### src/rtl/injwin_pkg.sv
package injwin_pkg;

    localparam int DIV_W   = 7;
    localparam int DIV_MIN = 2;

    typedef enum logic [1:0] {
        ALN_SEARCH = 2'd0,
        ALN_SETTLE = 2'd1,
        ALN_LOCKED = 2'd2
    } aln_state_e;

    typedef struct packed {
        logic en;
        logic first;
    } win_t;

    function automatic logic [DIV_W-1:0] clamp_div(input logic [DIV_W-1:0] d);
        return (d < DIV_W'(DIV_MIN)) ? DIV_W'(DIV_MIN) : d;
    endfunction

endpackage

### src/rtl/inj_window_counter.sv
module inj_window_counter
    import injwin_pkg::*;
(
    input  logic             clk,
    input  logic             rst,
    input  logic [DIV_W-1:0] div_i,
    input  logic             slip_req_i,
    output win_t             win_o
);
    logic [DIV_W-1:0] cnt_q;
    logic [DIV_W-1:0] div_q;
    logic [DIV_W-1:0] half;
    logic             pend_q;
    logic             terminal;
    logic             hold_now;

    assign half         = div_q >> 1;
    assign terminal     = (cnt_q == div_q - DIV_W'(1));
    assign win_o.first  = (cnt_q == '0);
    assign win_o.en     = win_o.first || (cnt_q == half);
    // a slip is applied only in a cycle with no open window
    assign hold_now     = (pend_q || slip_req_i) && !win_o.en;

    always_ff @(posedge clk) begin
        if (rst) begin
            cnt_q  <= '0;
            div_q  <= clamp_div(div_i);
            pend_q <= 1'b0;
        end else begin
            pend_q <= (pend_q || slip_req_i) && win_o.en;
            if (!hold_now) begin
                if (terminal) begin
                    cnt_q <= '0;
                    div_q <= clamp_div(div_i);
                end else begin
                    cnt_q <= cnt_q + DIV_W'(1);
                end
            end
        end
    end

    AST_DIV_FLOOR: assert property (@(posedge clk) disable iff (rst)
        div_q >= DIV_W'(DIV_MIN));
    AST_FIRST_SINGLE: assert property (@(posedge clk) disable iff (rst)
        win_o.first |=> !win_o.first);
    AST_DIV_AT_TC: assert property (@(posedge clk) disable iff (rst)
        !(terminal && !hold_now) |=> $stable(div_q));
    AST_SLIP_HOLD: assert property (@(posedge clk) disable iff (rst)
        hold_now |=> (cnt_q == $past(cnt_q)));

endmodule

### src/rtl/inj_detect.sv
module inj_detect (
    input  logic clk,
    input  logic rst,
    input  logic inj_i,
    input  logic first_i,
    output logic hit_o,
    output logic tick_o
);
    always_ff @(posedge clk) begin
        if (rst) begin
            hit_o  <= 1'b0;
            tick_o <= 1'b0;
        end else begin
            tick_o <= inj_i;
            if (inj_i) begin
                hit_o <= first_i;
            end
        end
    end

    AST_HIT_HOLD: assert property (@(posedge clk) disable iff (rst)
        !inj_i |=> $stable(hit_o));

endmodule

### src/rtl/inj_align_ctrl.sv
module inj_align_ctrl
    import injwin_pkg::*;
#(
    parameter int LOCK_N   = 4,
    parameter int SETTLE_W = 4
) (
    input  logic                clk,
    input  logic                rst,
    input  logic                tick_i,
    input  logic                hit_i,
    input  logic [SETTLE_W-1:0] settle_i,
    input  logic                restart_i,
    output logic                slip_o,
    output logic                locked_o
);
    localparam int STRK_W = $clog2(LOCK_N + 1);

    aln_state_e          state_q;
    logic [STRK_W-1:0]   streak_q;
    logic [SETTLE_W-1:0] wait_q;

    assign locked_o = (state_q == ALN_LOCKED);

    always_ff @(posedge clk) begin
        if (rst) begin
            state_q  <= ALN_SEARCH;
            streak_q <= '0;
            wait_q   <= '0;
            slip_o   <= 1'b0;
        end else begin
            slip_o <= 1'b0;
            if (restart_i) begin
                state_q  <= ALN_SEARCH;
                streak_q <= '0;
            end else if (tick_i) begin
                case (state_q)
                    ALN_SEARCH: begin
                        if (hit_i) begin
                            if (streak_q == STRK_W'(LOCK_N - 1)) begin
                                state_q  <= ALN_LOCKED;
                                streak_q <= '0;
                            end else begin
                                streak_q <= streak_q + STRK_W'(1);
                            end
                        end else begin
                            streak_q <= '0;
                            slip_o   <= 1'b1;
                            wait_q   <= settle_i;
                            state_q  <= (settle_i == '0) ? ALN_SEARCH : ALN_SETTLE;
                        end
                    end
                    ALN_SETTLE: begin
                        wait_q <= wait_q - SETTLE_W'(1);
                        if (wait_q == SETTLE_W'(1)) begin
                            state_q <= ALN_SEARCH;
                        end
                    end
                    default: state_q <= ALN_LOCKED;
                endcase
            end
        end
    end

    AST_SLIP_SINGLE: assert property (@(posedge clk) disable iff (rst)
        slip_o |=> !slip_o);
    AST_SLIP_CAUSE: assert property (@(posedge clk) disable iff (rst)
        slip_o |-> $past(tick_i && !hit_i));
    AST_LOCK_QUIET: assert property (@(posedge clk) disable iff (rst)
        locked_o |=> !slip_o);
    AST_RESTART_DROP: assert property (@(posedge clk) disable iff (rst)
        restart_i |=> !locked_o);

endmodule

### src/rtl/inj_window_divider.sv
module inj_window_divider
    import injwin_pkg::*;
#(
    parameter int LOCK_N   = 4,
    parameter int SETTLE_W = 4
) (
    input  logic                clk,
    input  logic                rst,
    input  logic [DIV_W-1:0]    div_i,
    input  logic [SETTLE_W-1:0] settle_i,
    input  logic                inj_i,
    input  logic                restart_i,
    output logic                en_o,
    output logic                en_first_o,
    output logic                hit_o,
    output logic                slip_o,
    output logic                locked_o
);
    win_t win;
    logic tick;

    inj_window_counter u_cnt (
        .clk        (clk),
        .rst        (rst),
        .div_i      (div_i),
        .slip_req_i (slip_o),
        .win_o      (win)
    );

    inj_detect u_det (
        .clk     (clk),
        .rst     (rst),
        .inj_i   (inj_i),
        .first_i (win.first),
        .hit_o   (hit_o),
        .tick_o  (tick)
    );

    inj_align_ctrl #(
        .LOCK_N   (LOCK_N),
        .SETTLE_W (SETTLE_W)
    ) u_ctrl (
        .clk       (clk),
        .rst       (rst),
        .tick_i    (tick),
        .hit_i     (hit_o),
        .settle_i  (settle_i),
        .restart_i (restart_i),
        .slip_o    (slip_o),
        .locked_o  (locked_o)
    );

    assign en_o       = win.en;
    assign en_first_o = win.first;

endmodule

### config.mk
export PLATFORM = sky130hd
export DESIGN_NAME = inj_window_divider
export DESIGN_NICKNAME = d
export VERILOG_FILES = /design/src/rtl/injwin_pkg.sv /design/src/rtl/inj_window_counter.sv /design/src/rtl/inj_detect.sv /design/src/rtl/inj_align_ctrl.sv /design/src/rtl/inj_window_divider.sv
export SDC_FILE = /design/constraint.sdc
export NUM_CORES = 1
export LEC_CHECK = 0
export BUFFER_PORTS_ARGS = -buffer_cell sky130_fd_sc_hd__buf_4
export CAP_MARGIN = 20
export CORE_MARGIN = 1
export CORE_UTILIZATION = 65
export CTS_BUF_LIST = sky130_fd_sc_hd__clkbuf_4 sky130_fd_sc_hd__clkbuf_8
export CTS_CLUSTER_SIZE = 30
export DETAILED_ROUTE_END_ITERATION = 16
export GPL_TIMING_DRIVEN = 0
export PLACE_DENSITY = 0.94
export REMOVE_ABC_BUFFERS = 1
export SYNTH_ARGS = -nofsm -noshare
export SYNTH_HDL_FRONTEND = slang
export SYNTH_HIERARCHICAL = 1
export SYNTH_SLANG_ARGS = --single-unit
### constraint.sdc
create_clock -name clk -period 5.3 [get_ports clk]
set_input_delay 0.265 -clock clk [delete_from_list [all_inputs] [get_ports clk]]
set_output_delay 0.265 -clock clk [all_outputs]
set_load 0.02 [all_outputs]
---- Word-level counts from Yosys, hierarchy flattened ----
Index checks and enable logic that the tools add are counted.
word-level totals
  bits in registers ....................... 27
  input bits .............................. 15
  output and inout port bits .............. 5
cells by class
  add/sub/neg operators ................... 4
  $lt $le $gt $ge ......................... 1
  eq/ne operators ......................... 10
  muxes and demuxes ....................... 15
  bitwise gates (word level) .............. 3
  reduce and logical (&&, ||, !) cells .... 16
operator list
  operator             count
  $mux 7               5
  $pmux 4 s2           1
  $add 7x1->7 const B  1
  $eq 7x6->1           1
  $eq 7x7->1           1
  $logic_not 7->1      1
  $lt 7x2->1 const B   1
  $sub 7x1->7 const B  1
  $mux 2               3
  $mux 3               2
  $eq 4x1->1 const B   1
  $logic_not 4->1      1
  $mux 4               1
  $ne 2x2->1 const B   2
  $pmux 2 s2           1
  $reduce_and 2->1     2
  $reduce_and 4->1     1
  $reduce_bool 2->1    2
  $reduce_or 4->1      1
  $sub 4x1->4 const B  1
  $add 3x1->3 const B  1
  $eq 3x2->1 const B   1
  $ne 3x2->1 const B   1
  $not 1->1            3
  other kinds (10)     13

---- Depth between registers and ports, before layout ----
  depth in word-level cells ............... 6
  mapped depth ............................ 8
  depth with buffers taken out ............ 7

---- By module ----
The synthesis kept the hierarchy.
modules (own cells, without submodules)
  module              times used  cells an instance  area an instance (um2)  seq. area each (um2)
  inj_window_counter  1           112                1024.7                  370.4
  inj_align_ctrl      1           69                 608.1                   200.2
  inj_detect          1           5                  60.1                    40.0

---- Worst setup path before layout ----
Ideal clock, no wire load.
  kind .................................... register -> register
  from .................................... register u_cnt.div_q[2]
  to ...................................... register u_cnt.div_q[0] (enable)
  arrival time ............................ 2.374 ns
  data required time ...................... 4.976 ns
  setup slack ............................. 2.602 ns
  stages on the path, launching flop included .. 7
  buffers on the path ..................... 1
  clock period less this slack ............ 2.698 ns
  path through ............................ edfxtp_1 buf_6 or3_4 or4_1 a31o_1 a2111oi_4 or2_1
between the ends
  longest elaborated chain between the ends .. 6
  elaborated cells between the ends (all ways) .. 9
ends and longest elaborated chain
  what                                                 line                      source
  start: declaration                                   inj_window_counter.sv:11  logic [DIV_W-1:0] div_q;
  start signal: assignment                             inj_window_counter.sv:27  div_q <= clamp_div(div_i);
  start signal: assignment                             inj_window_counter.sv:34  div_q <= clamp_div(div_i);
  branches (longest 5 deep; another with $sub 7x1->7)  n/a
  $reduce_and 2->1 (no line) *                         n/a
Mark *: on every way between the ends.
A chain may end at the register's enable or synchronous reset.

---- Worst setup path after layout ----
Ends and elaborated chain as after synthesis.

==> run summary <==
Post-cts sizing count -> 0
Layout cell share with drive strength beyond 1 -> 15.9%
Min Hold Slack -> 0.114 ns
Synth Area in Adders -> 4.43%
Pwr Density -> 227 nW/um^2
Worst hold path class -> primary input to flip-flop
Synthesis-stage register bit count -> 27
Post-Synthesis Cells -> 186
Avg Cell Area, Syn -> 9.10 sq um
Main combinational cell family by area after synthesis -> simple AND/OR/NAND/NOR gates
Met1 usage -> 28.8%
Cells along the critical path -> or3_4, or4_1, a31o_1, a2111oi_4, or2_1
Outcome -> completed
Area of the mapped netlist -> 1690 sq um
Initial DRC count -> 25
Setup crit start kind -> flip-flop
Peak supply drop -> 220 uV
TritonCTS buffer count -> 3
Tightest Pin Transition -> 0.769 ns
TritonRoute pass-1 iters -> 4
Vias -> 1431
Grt met2 use -> 50.4%
Max FO, Critical Path -> 8
Post-Place Cells -> 221
Met3 GRT Util -> 5.17%
# hold bufs at CTS -> 0
Setup crit end kind -> flip-flop
Final Skew -> 0.00514 ns
Drt drc -> 0
Final Setup Violations -> 0
Mux contribution to synthesized area -> 1.18%
Final ANT Viol Nets -> 0
Worst EP required -> 5.32 ns
Clock Latency Late Sink -> 0.32 ns
Net count, final -> 217
Max Clk Rate -> 325 MHz
WL final -> 3670 um
Vias in the first global route -> 1392
Crit share post-route -> 58.1%
CP Data Arrival Time -> 3.10 ns
Starting Density -> 68.3%
Die W -> 53.0 um
Main synth FF type -> dfxtp_1
Fin. Hold Viols -> 0
Via density -> 6.36
Max H-tree Level -> 1
Setup CP Type -> flip-flop to flip-flop
Synth area leaders -> dfxtp_1 (24%), edfxtp_1 (12%), xor2_1 (5.2%)
IO Count -> 20
Antenna diodes -> 0
Busiest grt layer -> met2
Post-synthesis compound-gate area fraction -> 18.3%
Setup_tns -> 0 ns
All-layer global routing usage -> 27.2%
Worst slew margin -> 48.3%
Final Power -> 0.000416 W
Die height -> 53.0 um
First-pass GRT wire length -> 5550 um
PortBufs -> 19
CTS root buffer -> clkbuf_4
Yosys synthesis warning count -> 6
GP Congestion -> 0.870
CTS sink count -> 27
Slew Viols, Final -> 0
Post-synthesis simple-gate area fraction -> 23.8%
Largest net degree at the start of global routing -> 17
Bufs and invs on worst path -> 0
Final min period -> 3.08 ns
RSZ-0062 raised after global routing -> no
Sequential fraction of the synthesis area -> 36.1%
Layout Utilization -> 74.1%
Post-Synth XOR/XNOR Area -> 8.57%
Crit path largest cell delay -> 0.63 ns
WL/cell -> 16.3 um
Yosys cell types -> 52
R2r worst-path depth -> 5
MaxCap Viol Count -> 0
Crit path max-delay family -> simple AND/OR/NAND/NOR gates
Leak Pwr -> 0.719 nW
Clock Tree Buf Depth -> 2
Core area -> 2480 sq um
Area grow syn2layout -> 8.43%
Hold Crit Depth -> 1
Total grt overflow -> 0
Initial antenna violation count -> 0
Critical-path top delay cell -> a2111oi_4
Share of the synthesized area in the top cell type -> 23.7%
Critical path depth in cells -> 5
Setup bufs post-CTS -> 0
Die area -> 2810 sq um
DPL Wire Length -> 2780 um
CTS clk-pin slew, worst paths -> 0.15 ns
Post-synth top area cell -> dfxtp_1
Async S/R FF share, synth -> 0%
Post-synth EDFFs -> 7
FP Rows -> 18
CTS tree -> built
Post-Layout Cell Count -> 225
synth_stat cells, drive strengths merged (6+ instances only):
cell type / number
a21oi: 9
inv: 15
edfxtp: 7
dfxtp: 20
nor3: 8
clkbuf: 11
nand2: 10
a211oi: 6
nor2: 7
ha: 6
xor2: 10
o21ai: 6
per-layer routing:
metal	vias up	routed length, um
li1	689	-
met1	696	1490
met5	-	0
met2	42	2030
met3	4	127
met4	0	23
metrics by stage:
stage | area [sq um] | worst slack (ns)
4_1_cts | 1840 | 2.23
5_1_grt | 1840 | 2.14
3_5_place_dp | 1810 | 2.27
6_report | 1840 | 2.22
3_3_place_gp | 1800 | 2.40
2_1_floorplan | 1620 | 2.60
logic make-up after synthesis:
group           Yosys count
compound gates           41
flops                    27
mux                       2
fa+ha+maj                 6
xor+xnor                 15
buf+inv                  30
simple gates             65
state kept, by name, indices dropped and copies added, names as in the netlist:
signal and cells:
u_cnt/cnt_q 7, u_cnt/div_q 7, u_ctrl/wait_q 4, u_ctrl/streak_q 3, u_ctrl/state_q 2, u_cnt/pend_q 1, u_ctrl/slip_o 1, u_det/hit_o 1
u_det/tick_o 1
cell type report:
type / count / area (sq um)
Clock buffer: 3 / 22.5
Clock inverter: 1 / 5.00
Fill cell: 185 / 642
Inverter: 15 / 56.3
Multi-Input combinational cell: 129 / 953
Sequential cell: 27 / 611
Tap cell: 30 / 37.5
Timing Repair Buffer: 20 / 150
report_power, final:
group	internal, W	switching [W]	total [W]
Combinational	0.0000410	0.0000471	0.0000881
Clock	0.0000283	0.0000613	0.0000895
Sequential	0.000222	0.0000164	0.000238
cells in the final DEF, fill, tap and decap left out, drive strengths merged, types with 2 or more instances in the layout:
master	count
ha	6
or2	2
a21oi	9
nor3b	4
o32ai	2
o211ai	3
xnor2	4
buf	20
a211oi	6
mux2i	2
nor4	3
nand2	10
inv	15
nand2b	5
nor2b	4
or3	5
o2111ai	2
nand3	2
nor2	7
or4	3
edfxtp	7
xor2	10
nor3	8
dfxtp	20
clkbuf	3
o211a	4
o21ai	6
nand4	3
nand4b	2
final timing paths:
| check | start | to | slack, ns |
|---|---|---|---|
| worst max register to register | u_cnt/div_q[2]$_SDFFCE_PN0P_ | u_cnt/div_q[0]$_SDFFCE_PN0P_ | 2.22 |
| worst max-delay path | u_cnt/div_q[2]$_SDFFCE_PN0P_ | u_cnt/div_q[0]$_SDFFCE_PN0P_ | 2.22 |
| worst min-delay path | div_i[6] | u_cnt/div_q[6]$_SDFFCE_PN0P_ | 0.11 |
| worst min register to register | u_ctrl/streak_q[1]$_SDFFE_PP0P_ | u_ctrl/streak_q[1]$_SDFFE_PP0P_ | 0.49 |
No activity file was read; power rests on OpenSTA's default activity.
